## src/rtl/hbe_pkg.sv

```systemverilog
// Shared opcodes and state encodings for the parallel bus command engine.
// Assumes: opcode values are fixed by the command stream format.
package hbe_pkg;
    localparam logic [7:0] OP_FLUSH   = 8'h87;
    localparam logic [7:0] OP_WAIT_HI = 8'h88;
    localparam logic [7:0] OP_WAIT_LO = 8'h89;
    localparam logic [7:0] OP_RD_S    = 8'h90;
    localparam logic [7:0] OP_RD_X    = 8'h91;
    localparam logic [7:0] OP_WR_S    = 8'h92;
    localparam logic [7:0] OP_WR_X    = 8'h93;
    localparam logic [7:0] ERR_TAG    = 8'hFA;
    localparam logic [7:0] MODE_ON    = 8'h08;

    typedef enum logic [2:0] {
        PS_IDLE, PS_AHI, PS_ALO, PS_DATA, PS_RUN, PS_WAIT, PS_ETAG, PS_ECODE
    } pstate_t;

    typedef enum logic [1:0] {
        BP_IDLE, BP_LATCH, BP_STROBE, BP_RELEASE
    } bphase_t;
endpackage

```

## src/rtl/hbe_cmd_parser.sv

```systemverilog
// Command parser: takes opcode and operand bytes, starts bus cycles,
// handles flush, pin waits and unknown-opcode reporting.
// Assumes: wait_pin synchronous to clk; 'active' low acts as a soft clear.
module hbe_cmd_parser
    import hbe_pkg::*;
(
    input  logic        clk,
    input  logic        rst_n,
    input  logic        active,
    input  logic        in_valid,
    input  logic [7:0]  in_data,
    output logic        in_ready,
    input  logic        wait_pin,
    output logic        cyc_start,
    output logic        cyc_write,
    output logic [15:0] cyc_addr,
    output logic [7:0]  cyc_wdata,
    input  logic        cyc_done,
    output logic        flush,
    output logic        err_valid,
    output logic [7:0]  err_data
);
    pstate_t    state;
    logic [7:0] addr_hi, addr_lo, wdata, err_code;
    logic       is_wr, wait_lvl;
    logic       accept;

    // Byte acceptance: only in operand-collecting states while enabled
    always_comb begin
        in_ready = active && (state == PS_IDLE || state == PS_AHI ||
                              state == PS_ALO  || state == PS_DATA);
        accept   = in_valid && in_ready;
    end

    // Command state machine
    always_ff @(posedge clk) begin
        if (!rst_n || !active) begin
            state     <= PS_IDLE;
            addr_hi   <= '0;
            addr_lo   <= '0;
            wdata     <= '0;
            err_code  <= '0;
            is_wr     <= 1'b0;
            wait_lvl  <= 1'b0;
            flush     <= 1'b0;
            cyc_start <= 1'b0;
        end else begin
            flush     <= 1'b0;
            cyc_start <= 1'b0;
            case (state)
                PS_IDLE: if (accept) begin
                    case (in_data)
                        OP_RD_S:    begin is_wr <= 1'b0; addr_hi <= '0; state <= PS_ALO; end
                        OP_RD_X:    begin is_wr <= 1'b0; state <= PS_AHI; end
                        OP_WR_S:    begin is_wr <= 1'b1; addr_hi <= '0; state <= PS_ALO; end
                        OP_WR_X:    begin is_wr <= 1'b1; state <= PS_AHI; end
                        OP_FLUSH:   flush <= 1'b1;
                        OP_WAIT_HI: begin wait_lvl <= 1'b1; state <= PS_WAIT; end
                        OP_WAIT_LO: begin wait_lvl <= 1'b0; state <= PS_WAIT; end
                        default:    begin err_code <= in_data; state <= PS_ETAG; end
                    endcase
                end
                PS_AHI: if (accept) begin
                    addr_hi <= in_data;
                    state   <= PS_ALO;
                end
                PS_ALO: if (accept) begin
                    addr_lo <= in_data;
                    if (is_wr) begin
                        state <= PS_DATA;
                    end else begin
                        cyc_start <= 1'b1;
                        state     <= PS_RUN;
                    end
                end
                PS_DATA: if (accept) begin
                    wdata     <= in_data;
                    cyc_start <= 1'b1;
                    state     <= PS_RUN;
                end
                PS_RUN:   if (cyc_done) state <= PS_IDLE;
                PS_WAIT:  if (wait_pin == wait_lvl) state <= PS_IDLE;
                PS_ETAG:  state <= PS_ECODE;
                PS_ECODE: state <= PS_IDLE;
                default:  state <= PS_IDLE;
            endcase
        end
    end

    // Operand and error-report outputs
    always_comb begin
        cyc_write = is_wr;
        cyc_addr  = {addr_hi, addr_lo};
        cyc_wdata = wdata;
        err_valid = (state == PS_ETAG) || (state == PS_ECODE);
        err_data  = (state == PS_ETAG) ? ERR_TAG : err_code;
    end
endmodule

```

## src/rtl/hbe_bus_seq.sv

```systemverilog
// Bus cycle sequencer: one latch/strobe/release cycle per start pulse,
// phase lengths fixed by parameters; samples read data on the last strobe clock.
// Assumes: start arrives only when idle; operands stable while start is high.
module hbe_bus_seq
    import hbe_pkg::*;
#(
    parameter int LATCH_CYC   = 2,
    parameter int STROBE_CYC  = 3,
    parameter int RELEASE_CYC = 2
) (
    input  logic        clk,
    input  logic        rst_n,
    input  logic        active,
    input  logic        start,
    input  logic        is_write,
    input  logic [15:0] addr,
    input  logic [7:0]  wdata,
    output logic        done,
    output logic        bus_ale,
    output logic        bus_rd,
    output logic        bus_wr,
    output logic [7:0]  ad_out,
    output logic        ad_oe,
    input  logic [7:0]  ad_in,
    output logic [7:0]  addr_ext,
    output logic        rd_valid,
    output logic [7:0]  rd_data
);
    localparam int MAX_A = (LATCH_CYC > STROBE_CYC) ? LATCH_CYC : STROBE_CYC;
    localparam int MAX_C = (MAX_A > RELEASE_CYC) ? MAX_A : RELEASE_CYC;
    localparam int CW    = $clog2(MAX_C + 1);
    localparam logic [CW-1:0] L_END = CW'(LATCH_CYC - 1);
    localparam logic [CW-1:0] S_END = CW'(STROBE_CYC - 1);
    localparam logic [CW-1:0] R_END = CW'(RELEASE_CYC - 1);

    bphase_t       phase;
    logic [CW-1:0] cnt;
    logic [15:0]   lat_addr;
    logic [7:0]    lat_wdata;
    logic          lat_wr;

    // Phase sequencing and read capture
    always_ff @(posedge clk) begin
        if (!rst_n || !active) begin
            phase     <= BP_IDLE;
            cnt       <= '0;
            lat_addr  <= '0;
            lat_wdata <= '0;
            lat_wr    <= 1'b0;
            rd_valid  <= 1'b0;
            rd_data   <= '0;
        end else begin
            rd_valid <= 1'b0;
            case (phase)
                BP_IDLE: if (start) begin
                    phase     <= BP_LATCH;
                    cnt       <= '0;
                    lat_addr  <= addr;
                    lat_wdata <= wdata;
                    lat_wr    <= is_write;
                end
                BP_LATCH: begin
                    if (cnt == L_END) begin
                        phase <= BP_STROBE;
                        cnt   <= '0;
                    end else begin
                        cnt <= cnt + 1'b1;
                    end
                end
                BP_STROBE: begin
                    if (cnt == S_END) begin
                        if (!lat_wr) begin
                            rd_data  <= ad_in;
                            rd_valid <= 1'b1;
                        end
                        phase <= BP_RELEASE;
                        cnt   <= '0;
                    end else begin
                        cnt <= cnt + 1'b1;
                    end
                end
                BP_RELEASE: begin
                    if (cnt == R_END) begin
                        phase <= BP_IDLE;
                        cnt   <= '0;
                    end else begin
                        cnt <= cnt + 1'b1;
                    end
                end
                default: phase <= BP_IDLE;
            endcase
        end
    end

    // Bus pin decode from phase
    always_comb begin
        bus_ale  = (phase == BP_LATCH);
        bus_rd   = (phase == BP_STROBE) && !lat_wr;
        bus_wr   = (phase == BP_STROBE) && lat_wr;
        ad_oe    = bus_ale || bus_wr;
        ad_out   = bus_ale ? lat_addr[7:0] : (bus_wr ? lat_wdata : 8'h00);
        addr_ext = (phase != BP_IDLE) ? lat_addr[15:8] : 8'h00;
        done     = (phase == BP_RELEASE) && (cnt == R_END);
    end
endmodule

```

## src/rtl/hbe_engine.sv

```systemverilog
// Top of the parallel bus command engine: mode gating, parser, bus
// sequencer and the merge of read data and error reports onto one stream.
// Assumes: the output consumer accepts a byte on every clock.
module hbe_engine
    import hbe_pkg::*;
#(
    parameter int LATCH_CYC   = 2,
    parameter int STROBE_CYC  = 3,
    parameter int RELEASE_CYC = 2
) (
    input  logic       clk,
    input  logic       rst_n,
    input  logic [7:0] pin_mode,
    input  logic       in_valid,
    input  logic [7:0] in_data,
    output logic       in_ready,
    input  logic       wait_pin,
    output logic       flush,
    output logic       out_valid,
    output logic [7:0] out_data,
    output logic       bus_ale,
    output logic       bus_rd,
    output logic       bus_wr,
    output logic [7:0] ad_out,
    output logic       ad_oe,
    input  logic [7:0] ad_in,
    output logic [7:0] addr_ext
);
    logic        active;
    logic        cyc_start, cyc_write, cyc_done;
    logic [15:0] cyc_addr;
    logic [7:0]  cyc_wdata;
    logic        err_valid, rd_valid;
    logic [7:0]  err_data, rd_data;

    // Mode gate
    always_comb active = (pin_mode == MODE_ON);

    hbe_cmd_parser u_parser (
        .clk       (clk),
        .rst_n     (rst_n),
        .active    (active),
        .in_valid  (in_valid),
        .in_data   (in_data),
        .in_ready  (in_ready),
        .wait_pin  (wait_pin),
        .cyc_start (cyc_start),
        .cyc_write (cyc_write),
        .cyc_addr  (cyc_addr),
        .cyc_wdata (cyc_wdata),
        .cyc_done  (cyc_done),
        .flush     (flush),
        .err_valid (err_valid),
        .err_data  (err_data)
    );

    hbe_bus_seq #(
        .LATCH_CYC   (LATCH_CYC),
        .STROBE_CYC  (STROBE_CYC),
        .RELEASE_CYC (RELEASE_CYC)
    ) u_bus (
        .clk      (clk),
        .rst_n    (rst_n),
        .active   (active),
        .start    (cyc_start),
        .is_write (cyc_write),
        .addr     (cyc_addr),
        .wdata    (cyc_wdata),
        .done     (cyc_done),
        .bus_ale  (bus_ale),
        .bus_rd   (bus_rd),
        .bus_wr   (bus_wr),
        .ad_out   (ad_out),
        .ad_oe    (ad_oe),
        .ad_in    (ad_in),
        .addr_ext (addr_ext),
        .rd_valid (rd_valid),
        .rd_data  (rd_data)
    );

    // Output stream merge; sources never overlap
    always_comb begin
        out_valid = rd_valid || err_valid;
        out_data  = rd_valid ? rd_data : (err_valid ? err_data : 8'h00);
    end
endmodule

```

## config.mk

```make
export PLATFORM = sky130hd
export DESIGN_NAME = hbe_engine
export DESIGN_NICKNAME = d
export VERILOG_FILES = /design/src/rtl/hbe_pkg.sv /design/src/rtl/hbe_cmd_parser.sv /design/src/rtl/hbe_bus_seq.sv /design/src/rtl/hbe_engine.sv
export SDC_FILE = /design/constraint.sdc
export NUM_CORES = 1
export LEC_CHECK = 0
export BUFFER_PORTS_ARGS = -buffer_cell sky130_fd_sc_hd__buf_2
export CAP_MARGIN = 0
export CELL_PAD_IN_SITES_DETAIL_PLACEMENT = 0
export CELL_PAD_IN_SITES_GLOBAL_PLACEMENT = 2
export CORE_MARGIN = 2
export CORE_UTILIZATION = 35
export CTS_BUF_LIST = sky130_fd_sc_hd__clkbuf_4
export CTS_CLUSTER_SIZE = 10
export DETAILED_ROUTE_END_ITERATION = 7
export GPL_TIMING_DRIVEN = 1
export MAX_ROUTING_LAYER = met4
export PLACE_DENSITY_LB_ADDON = 0.1
export SLEW_MARGIN = 20
export SYNTH_ARGS = -nofsm -noshare
export SYNTH_HDL_FRONTEND = slang
export SYNTH_SLANG_ARGS = --single-unit
```

## constraint.sdc

```tcl
create_clock -name clk -period 2.45 [get_ports clk]
set_input_delay 0.245 -clock clk [delete_from_list [all_inputs] [get_ports clk]]
set_output_delay 0.245 -clock clk [all_outputs]
set_load 0.01 [all_outputs]
```

== Word level (Yosys, flattened, before mapping) ==
Cells that the tools add are included.
Word-level totals
  input port bits: 28
  register bits after elaboration: 77
  RAM bits: 0
  memory bits (read-only): 0
  output and inout bits: 31
  latch bits: 0
  memories: 0
Cells by class
  $mul: 0
  eq/ne operators: 33
  shift operators: 0
  reductions and logical operators: 40
  div/mod/pow operators: 0
  order comparisons: 0
  add/sub/neg operators: 1
  muxes and demuxes: 36
  bitwise gates (word level): 6
Operator list (number)
  $mux 8: 9
  $eq 8x8->1 const B: 7
  $pmux 3 s8: 1
  $mux 3: 7
  $ne 2x1->1 const B: 8
  $pmux 8 s2: 1
  $mux 2: 7
  $eq 3x3->1 const B: 4
  $pmux 3 s4: 1
  $reduce_and 3->1: 4
  $reduce_or 2->1: 6
  $eq 8x4->1 const B: 1
  $ne 2x2->1 const B: 4
  $pmux 2 s4: 1
  $reduce_and 4->1: 2
  $reduce_bool 2->1: 4
  $logic_or 1x1->1: 7
  $reduce_and 7->1: 1
  $reduce_or 7->1: 1
  $eq 2x2->1 const B: 3
  $eq 3x2->1 const B: 2
  $not 1->1: 6
  $pmux 1 s2: 3
  $pmux 2 s3: 1
  other kinds (11): 25

== Depth between registers and ports, before layout ==
Gate-level depths: netlist of run 1.
  depth after elaboration: 8
  mapped depth: 8

== Modules after synthesis ==
A second synthesis of run 1 with hierarchy kept.
Unflattened totals
  cells, all modules: 426
  area total of the unflattened synthesis: 3538.4 µm²
By module, submodules not included
  hbe_cmd_parser: times used 1, seq. area each 780.7 µm², cells an instance 194, area an instance 1744.2 µm²
  hbe_bus_seq: times used 1, seq. area each 760.7 µm², cells an instance 214, area an instance 1675.4 µm²
  hbe_engine: times used 1, seq. area each 0.0 µm², cells an instance 18, area an instance 118.9 µm²

== Worst setup path before layout of run 1 ==
Ideal clock, no wire load.
  path type: reg-to-output
  start: reg u_bus.phase[0]
  end: out ad_out[0]
  slack: 0.765 ns
  arrival time: 1.440 ns
  data required time: 2.205 ns
  stages on the path, launching flop included: 7
  cell sequence: dfxtp_1 > inv_1 > ha_1 > and2_1 > clkbuf_1 > nand2_1 > o21ai_0
On the way
  longest elaborated chain between the ends: 4
  elaborated cells between the ends (all ways): 5
  classes of those cells: eq/ne (2); mux (2); reduce/logical (1)
Ends and longest elaborated chain
  start, declared: line hbe_bus_seq.sv:36  | bphase_t phase;
  start signal, assigned: line hbe_bus_seq.sv:45  | phase <= BP_IDLE;
  start signal, assigned: line hbe_bus_seq.sv:56  | phase <= BP_LATCH;
  start signal, assigned: line hbe_bus_seq.sv:64  | phase <= BP_STROBE;
  $eq 2x2->1: line hbe_bus_seq.sv:99  | bus_wr = (phase == BP_STROBE) && lat_wr;
  $logic_and 1x1->1: line hbe_bus_seq.sv:99
  named net bus_wr: line hbe_engine.sv:23  | output logic bus_wr,
  $mux 8 (2 in a row): line hbe_bus_seq.sv:101  | ad_out = bus_ale ? lat_addr[7:0] : (bus_wr ? lat_wdata : 8'h00);
  end, declared: line hbe_engine.sv:24  | output logic [7:0] ad_out,
The timed path passes the listed nets, and every way through them passes these cells.

== Worst setup path after layout of run 1 ==
  start: reg u_bus.phase[0]
  end: out ad_out[4]
On the way
  longest elaborated chain between the ends: 4
  elaborated cells between the ends (all ways): 5
  classes of those cells: eq/ne (2); mux (2); reduce/logical (1)
Ends and longest elaborated chain (line)
  $eq 2x2->1: hbe_bus_seq.sv:99
  $logic_and 1x1->1: hbe_bus_seq.sv:99
  $mux 8: hbe_bus_seq.sv:101
  $mux 8 *: hbe_bus_seq.sv:101
Mark *: on every way between the ends. The rest lies on a longest branch, timed or not.

==> results of run 1 <==
## metal layers
metal / global-route usage (%) / share of wire [%] / up-vias
li1: - / - / 1657
met1: 24.5 / 52 / 1509
met2: 26.8 / 45 / 43
met3: 3.28 / 2.8 / 6
met4: 4.67 / 0.88 / 0
met5: - / 0 / -
## where the power goes
group / internal [uW] / switching (uW)
clock network: 328 / 444
logic: 25.1 / 33.3
registers: 1250 / 0.00140
## cell families (layout without fill, tap and decap cells)
group	count (synthesis)	count (layout)
XOR/XNOR	1	1
buffers and inverters	38	93
AND/OR/NAND/NOR	227	227
adder cells (fa/ha/maj)	4	4
multiplexers	13	13
flip-flops	77	77
AO/OA/AOI/OAI	96	96
## registers in the layout, summed over array words and instances (netlist names)
register and count:
u_bus.rd_valid 1, u_parser.cyc_wdata 8, u_parser.cyc_start 1, u_parser.addr_hi 8
u_parser.state 3, u_bus.lat_wr 1, u_parser.flush 1, u_bus.phase 2
u_bus.rd_data 8, u_parser.wait_lvl 1, u_parser.addr_lo 8, u_parser.cyc_write 1
u_parser.err_code 8, u_bus.lat_wdata 8, u_bus.lat_addr 16, u_bus.cnt 2
## cell type report
cell class	instances	area, um2
inverter	6	22.5
tap	136	170
timing repair buffer	71	400
sequential	77	1540
multi-input combinational	341	1890
clock inverter	5	51.3
clock buffer	11	82.6
fill	1070	5980
## stage by stage
stage / total power, uW / setup WS [ns] / std cells / instance area, um2
after floorplan: 1290 / 0.765 / 456 / 3600
after global placement: 1340 / 0.499 / 631 / 4020
after detailed placement: 1340 / 0.476 / 631 / 4020
after CTS: 2120 / 0.145 / 647 / 4160
after global routing: 2180 / 0.00418 / 647 / 4160
final: 2080 / 0.249 / 647 / 4160
## Yosys cell counts, drive strengths merged (2+ instances only)
cell    instances  area share [%]
nand4           5             1.0
ha              4             1.4
inv             6            0.62
nand3          24             3.5
nor4b           2             1.3
clkbuf         17             1.8
a221oi          2            0.66
nor3            3            0.56
nand3b          2            0.42
nand2         124              13
buf            15             2.4
dfxtp          77              43
o31ai           7             1.5
nor4            3             1.4
nor3b           2            0.42
a21oi          39             5.4
and3           14             2.6
nor2           18             2.1
o21ai          37             5.6
or2             2            0.35
mux2i          13             3.6
nand2b          5            0.87
and2            2            0.35
a211o           2            0.49
nor2b          16             2.8
## path summary, 6_finish.rpt
| path | slack, ns | start | end | depth (start not counted) |
|---|---|---|---|---|
| worst min register to register | 0.45 | u_parser.addr_hi[5] | u_bus.lat_addr[13] | 2 |
| worst max register to register | 0.43 | u_parser.state[0] | u_parser.state[1] | 5 |
| worst max-delay path | 0.25 | u_bus.phase[0] | ad_out[4] | 6 |
| worst min-delay path | 0.06 | ad_in[1] | u_bus.rd_data[1] | 3 |
## worst min-delay path, delay by kind of cell
family	cells	cell delay, ns
buffers and inverters	1	0.10
AO/OA/AOI/OAI	1	0.05
AND/OR/NAND/NOR	1	0.04
==> results.json, run 1 <==
{
  "tns_ns": 0,
  "grt_max_degree": 26,
  "asyncSetResetFlopFracSynth_pct": 0,
  "synthesis.area_um2": 3600,
  "cts.hold.buffers_added": 0,
  "worst_pin_slew_ns": 0.704,
  "cp-start-kind": "flip-flop",
  "drt_first_pass_iters": 4,
  "path_max_fanout": 10,
  "gp_congestion": 0.744,
  "grt_overflow": 0,
  "initialDrtViolationCount": 143,
  "timing.critical_path.arrival_ns": 1.96,
  "cts-root-buf": "sky130_fd_sc_hd__clkbuf_4",
  "area_of_the_die_um2": 11100,
  "half_perimeter_wire_length_after_placement_um": 6680,
  "total_of_cells_resized_after_clock_tree_synthesis": 0,
  "tritoncts_num_sinks": 77,
  "worst_path_dominant_cell_family": "simple AND/OR/NAND/NOR gates",
  "postCtsSetupRepairBufs": 0,
  "pin_count": 59,
  "yosys_most_used_dff": "sky130_fd_sc_hd__dfxtp_1",
  "setup_viol": 0,
  "unrepaired_setup_endpoints_after_global_routing": "no",
  "synth_cell_types": 52,
  "vdd.ir_drop.worst_uv": 202,
  "warnings_from_yosys": 0,
  "layout.cells.most_common_list": "sky130_fd_sc_hd__nand2_1, sky130_fd_sc_hd__dfxtp_1, sky130_fd_sc_hd__buf_2",
  "main_combinational_cell_family_by_area_after_synthesis": "simple AND/OR/NAND/NOR gates",
  "p_leak_uw": 0.00148,
  "fin_util_pct": 41.0,
  "required_ns": 2.20,
  "endpoint_kind": "output port",
  "layout.cells.most_common": "sky130_fd_sc_hd__nand2_1",
  "class_of_the_tightest_hold_or_removal_check": "input pin to flip-flop",
  "max_stage_delay_ns": 0.41,
  "initial_standard_cell_utilization_of_the_core_pct": 35.5,
  "final_layout_size_suffix_gt1_share_pct": 20.5,
  "synthSimpleGateAreaFrac_pct": 31.7,
  "maximum_clock_frequency_ghz": 0.454,
  "synth_edf_count": 0,
  "crit_chain": "inv_1, ha_1, and2_1, nand2_1, o21ai_0, buf_2",
  "die_w_um": 105,
  "synth.net_count": 488,
  "grt_antenna_before_repair": 0,
  "first_global_vias": 3085,
  "cts_made_buffers": 9,
  "postRouteAntennaNets": 0,
  "placement.io_buffers": 58,
  "routed_wirelength_um": 9250,
  "design.final.nets": 538,
  "critical_path.slowest_cell": "sky130_fd_sc_hd__and2_1",
  "hold_viol_final": 0,
  "cts.clk_slew.worst_paths_ns": 0.12,
  "result_of_the_run": "finished clean",
  "drt_drc_violations_left": 0,
  "clkLatencyLatePin_ns": 0.42,
  "placement_rows": 37,
  "route.vias.total": 3215,
  "maxSlewViolCount": 0,
  "grtUsageTotal_pct": 17.8,
  "clock_tree.buffer_depth": 2,
  "synth_compound_area_share_pct": 15.5,
  "tritoncts": "yes",
  "die_h_um": 105,
  "worst_hold_slack_after_final_layout_ns": 0.0614,
  "ys_ff_latch": 77,
  "timing.final.crit_share_pct": 89.9,
  "synth.yosys.seq_area_share_pct": 42.8,
  "diodes": 0,
  "cp.buffers_inverters": 2,
  "headroom_to_the_max_slew_limit_pct": 51.9,
  "synth_mux_area_share_pct": 3.61,
  "worstSetupPathType": "flip-flop to output port",
  "routed_wire_length_per_instance_um": 14.3,
  "synthAdderAreaFrac_pct": 1.39,
  "postSynthCellCount": 456,
  "timing.clock.skew_ns": 0.0205,
  "h-tree-depth": 3,
  "grt_pass1_wl_um": 15400,
  "fp.coreArea_um2": 10100,
  "detail_route.vias_per_cell": 4.97,
  "syn_avg_cell_area_um2": 7.90,
  "yosys.area_share.xor_xnor_pct": 0.243,
  "max-cap-violations": 0,
  "layout_stage_area_growth_over_the_synthesis_result_pct": 15.4,
  "period_minus_slack_ns": 2.20,
  "power.density_cell_area_nw_per_um2": 501
}
(Power assumes the default switching activity.)
==> inputs of run 2 (changes only) <==
--- a/config.mk
+++ b/config.mk
@@ -10,7 +10,7 @@
 export CELL_PAD_IN_SITES_DETAIL_PLACEMENT = 0
 export CELL_PAD_IN_SITES_GLOBAL_PLACEMENT = 2
 export CORE_MARGIN = 2
-export CORE_UTILIZATION = 35
+export CORE_UTILIZATION = 36
 export CTS_BUF_LIST = sky130_fd_sc_hd__clkbuf_4
 export CTS_CLUSTER_SIZE = 10
 export DETAILED_ROUTE_END_ITERATION = 7
==> results.json, run 2 (synthesized netlist as in run 1, its figures left out) <==
{
  "die_w_um": 104,
  "switching_power_uw": 523,
  "cp-start-kind": "flip-flop",
  "headroom_to_the_max_slew_limit_pct": 51.8,
  "overall_power_uw": 2110,
  "timing.final.crit_share_pct": 92.9,
  "tns_ns": 0,
  "grt_pass1_wl_um": 15000,
  "layout.cells.most_common": "sky130_fd_sc_hd__nand2_1",
  "worst_path_dominant_cell_family": "flip-flops",
  "setup_ws_ns": 0.173,
  "dp.cells": 625,
  "cts-root-buf": "sky130_fd_sc_hd__clkbuf_4",
  "worstSetupPathType": "flip-flop to output port",
  "tritoncts_num_sinks": 77,
  "layoutNonFillerInstCount": 641,
  "crit_chain": "nand2_1, o31ai_1, buf_2",
  "seq_power_share_pct": 59.2,
  "cts.hold.buffers_added": 0,
  "path_max_fanout": 17,
  "detail_route.vias_per_cell": 4.93,
  "diodes": 0,
  "placement.io_buffers": 58,
  "max-cap-violations": 0,
  "setup_viol": 0,
  "layout.cells.most_common_list": "sky130_fd_sc_hd__nand2_1, sky130_fd_sc_hd__dfxtp_1, sky130_fd_sc_hd__buf_2",
  "h-tree-depth": 3,
  "design.final.nets": 535,
  "final_layout_size_suffix_gt1_share_pct": 20.1,
  "grt_max_degree": 52,
  "postCtsSetupRepairBufs": 0,
  "worstReg2RegStart": "u_parser.state[0]",
  "drt_first_pass_iters": 4,
  "source_of_the_worst_hold_timing_path": "ad_in[7]",
  "maxSlewViolCount": 0,
  "power.switching_fraction_pct": 24.7,
  "drt_drc_violations_left": 0,
  "intPower_uw": 1590,
  "postRouteAntennaNets": 0,
  "critical_path.slowest_cell": "sky130_fd_sc_hd__dfxtp_1",
  "tritoncts": "yes",
  "grtUsageTotal_pct": 17.7,
  "place_worst_setup_slack_ns": 0.470,
  "routed_wirelength_um": 8960,
  "worst_pin_slew_ns": 0.713,
  "half_perimeter_wire_length_after_placement_um": 6410,
  "cts.clk_slew.worst_paths_ns": 0.13,
  "timing.clock.skew_ns": 0.0125,
  "initialDrtViolationCount": 137,
  "top_register": "u_bus.lat_addr",
  "route.vias.total": 3157,
  "power.clock.fraction_pct": 38.1,
  "placement_rows": 36,
  "vdd.ir_drop.worst_uv": 189,
  "clock_tree.buffer_depth": 2,
  "combinationalPowerShare_pct": 2.7,
  "largest_register_ffs": 16,
  "initial_standard_cell_utilization_of_the_core_pct": 37.0,
  "period_minus_slack_ns": 2.28,
  "grt_overflow": 0,
  "pin_count": 59,
  "grt_antenna_before_repair": 0,
  "layout_stage_area_growth_over_the_synthesis_result_pct": 14.8,
  "unrepaired_setup_endpoints_after_global_routing": "no",
  "total_of_cells_resized_after_clock_tree_synthesis": 0,
  "gp_congestion": 0.777,
  "max_stage_delay_ns": 0.74,
  "maximum_clock_frequency_ghz": 0.439,
  "crit_path_launch": "u_parser.state[1]",
  "fp.coreArea_um2": 9730,
  "p_leak_uw": 0.00147,
  "clkLatencyLatePin_ns": 0.44,
  "endpoint_kind": "output port",
  "die_h_um": 104,
  "layout.filler_cells": 1059,
  "power.density_cell_area_nw_per_um2": 511,
  "timing.critical_path.arrival_ns": 2.03,
  "cts_made_buffers": 9,
  "class_of_the_tightest_hold_or_removal_check": "input pin to flip-flop",
  "result_of_the_run": "finished clean",
  "area_of_the_die_um2": 10800,
  "routed_wire_length_per_instance_um": 14.0,
  "first_global_vias": 2987,
  "cp.buffers_inverters": 1,
  "hold_viol_final": 0,
  "required_ns": 2.20
}
-- run 2: worst paths after layout --
| path | slack [ns] | cells after the start | endpoint |
|---|---|---|---|
| worst min register to register | 0.46 | 2 | u_bus.lat_addr[10] |
| worst min-delay path | 0.03 | 3 | u_bus.rd_data[7] |
| worst max-delay path | 0.17 | 3 | out_data[1] |
| worst max register to register | 0.38 | 5 | u_parser.state[2] |
-- run 2: cell type report --
class	instances	area (um2)	area share [%]
clock buffers	9	67.6	1.63
clock inverters	7	72.6	1.75
inverters	6	22.5	0.544
multi-input cells	341	1890	45.7
flip-flops and latches	77	1540	37.3
well taps	133	166	4.02
repair buffers	68	378	9.13
-- run 2: layer usage --
layer / GRT usage (%) / vias up / routed length, um
li1: - / 1646 / -
met1: 24.6 / 1456 / 4610
met2: 25.7 / 47 / 3910
met3: 2.51 / 8 / 302
met4: 7.53 / 0 / 129
met5: - / - / 0
-- run 2: power by group through the flow --
stage                     logic, uW  clock network, uW  registers [uW]
after floorplan                15.1                  0            1280
after global placement         57.5                  0            1280
after detailed placement       57.4                  0            1280
after CTS                      57.6                831            1250
after global routing           62.5                886            1250
final                          56.9                806            1250
-- run 2: worst register-to-register path: stages (launching register included) --
cell and delay [ns]:
sky130_fd_sc_hd__dfxtp_1 0.51, sky130_fd_sc_hd__nor4bb_1 0.71, sky130_fd_sc_hd__a2111oi_0 0.21, sky130_fd_sc_hd__a221oi_2 0.35, sky130_fd_sc_hd__a21oi_1 0.13, sky130_fd_sc_hd__nor2_1 0.10
-- run 2: metrics by stage --
step	utilization [%]	instance area, um2	hold WS (ns)
after floorplan	-	3600	0.375
after global placement	41.1	4000	0.442
after detailed placement	41.1	4000	0.442
after CTS	42.5	4140	0.00918
after global routing	42.5	4140	0.0253
final	42.5	4140	0.0278
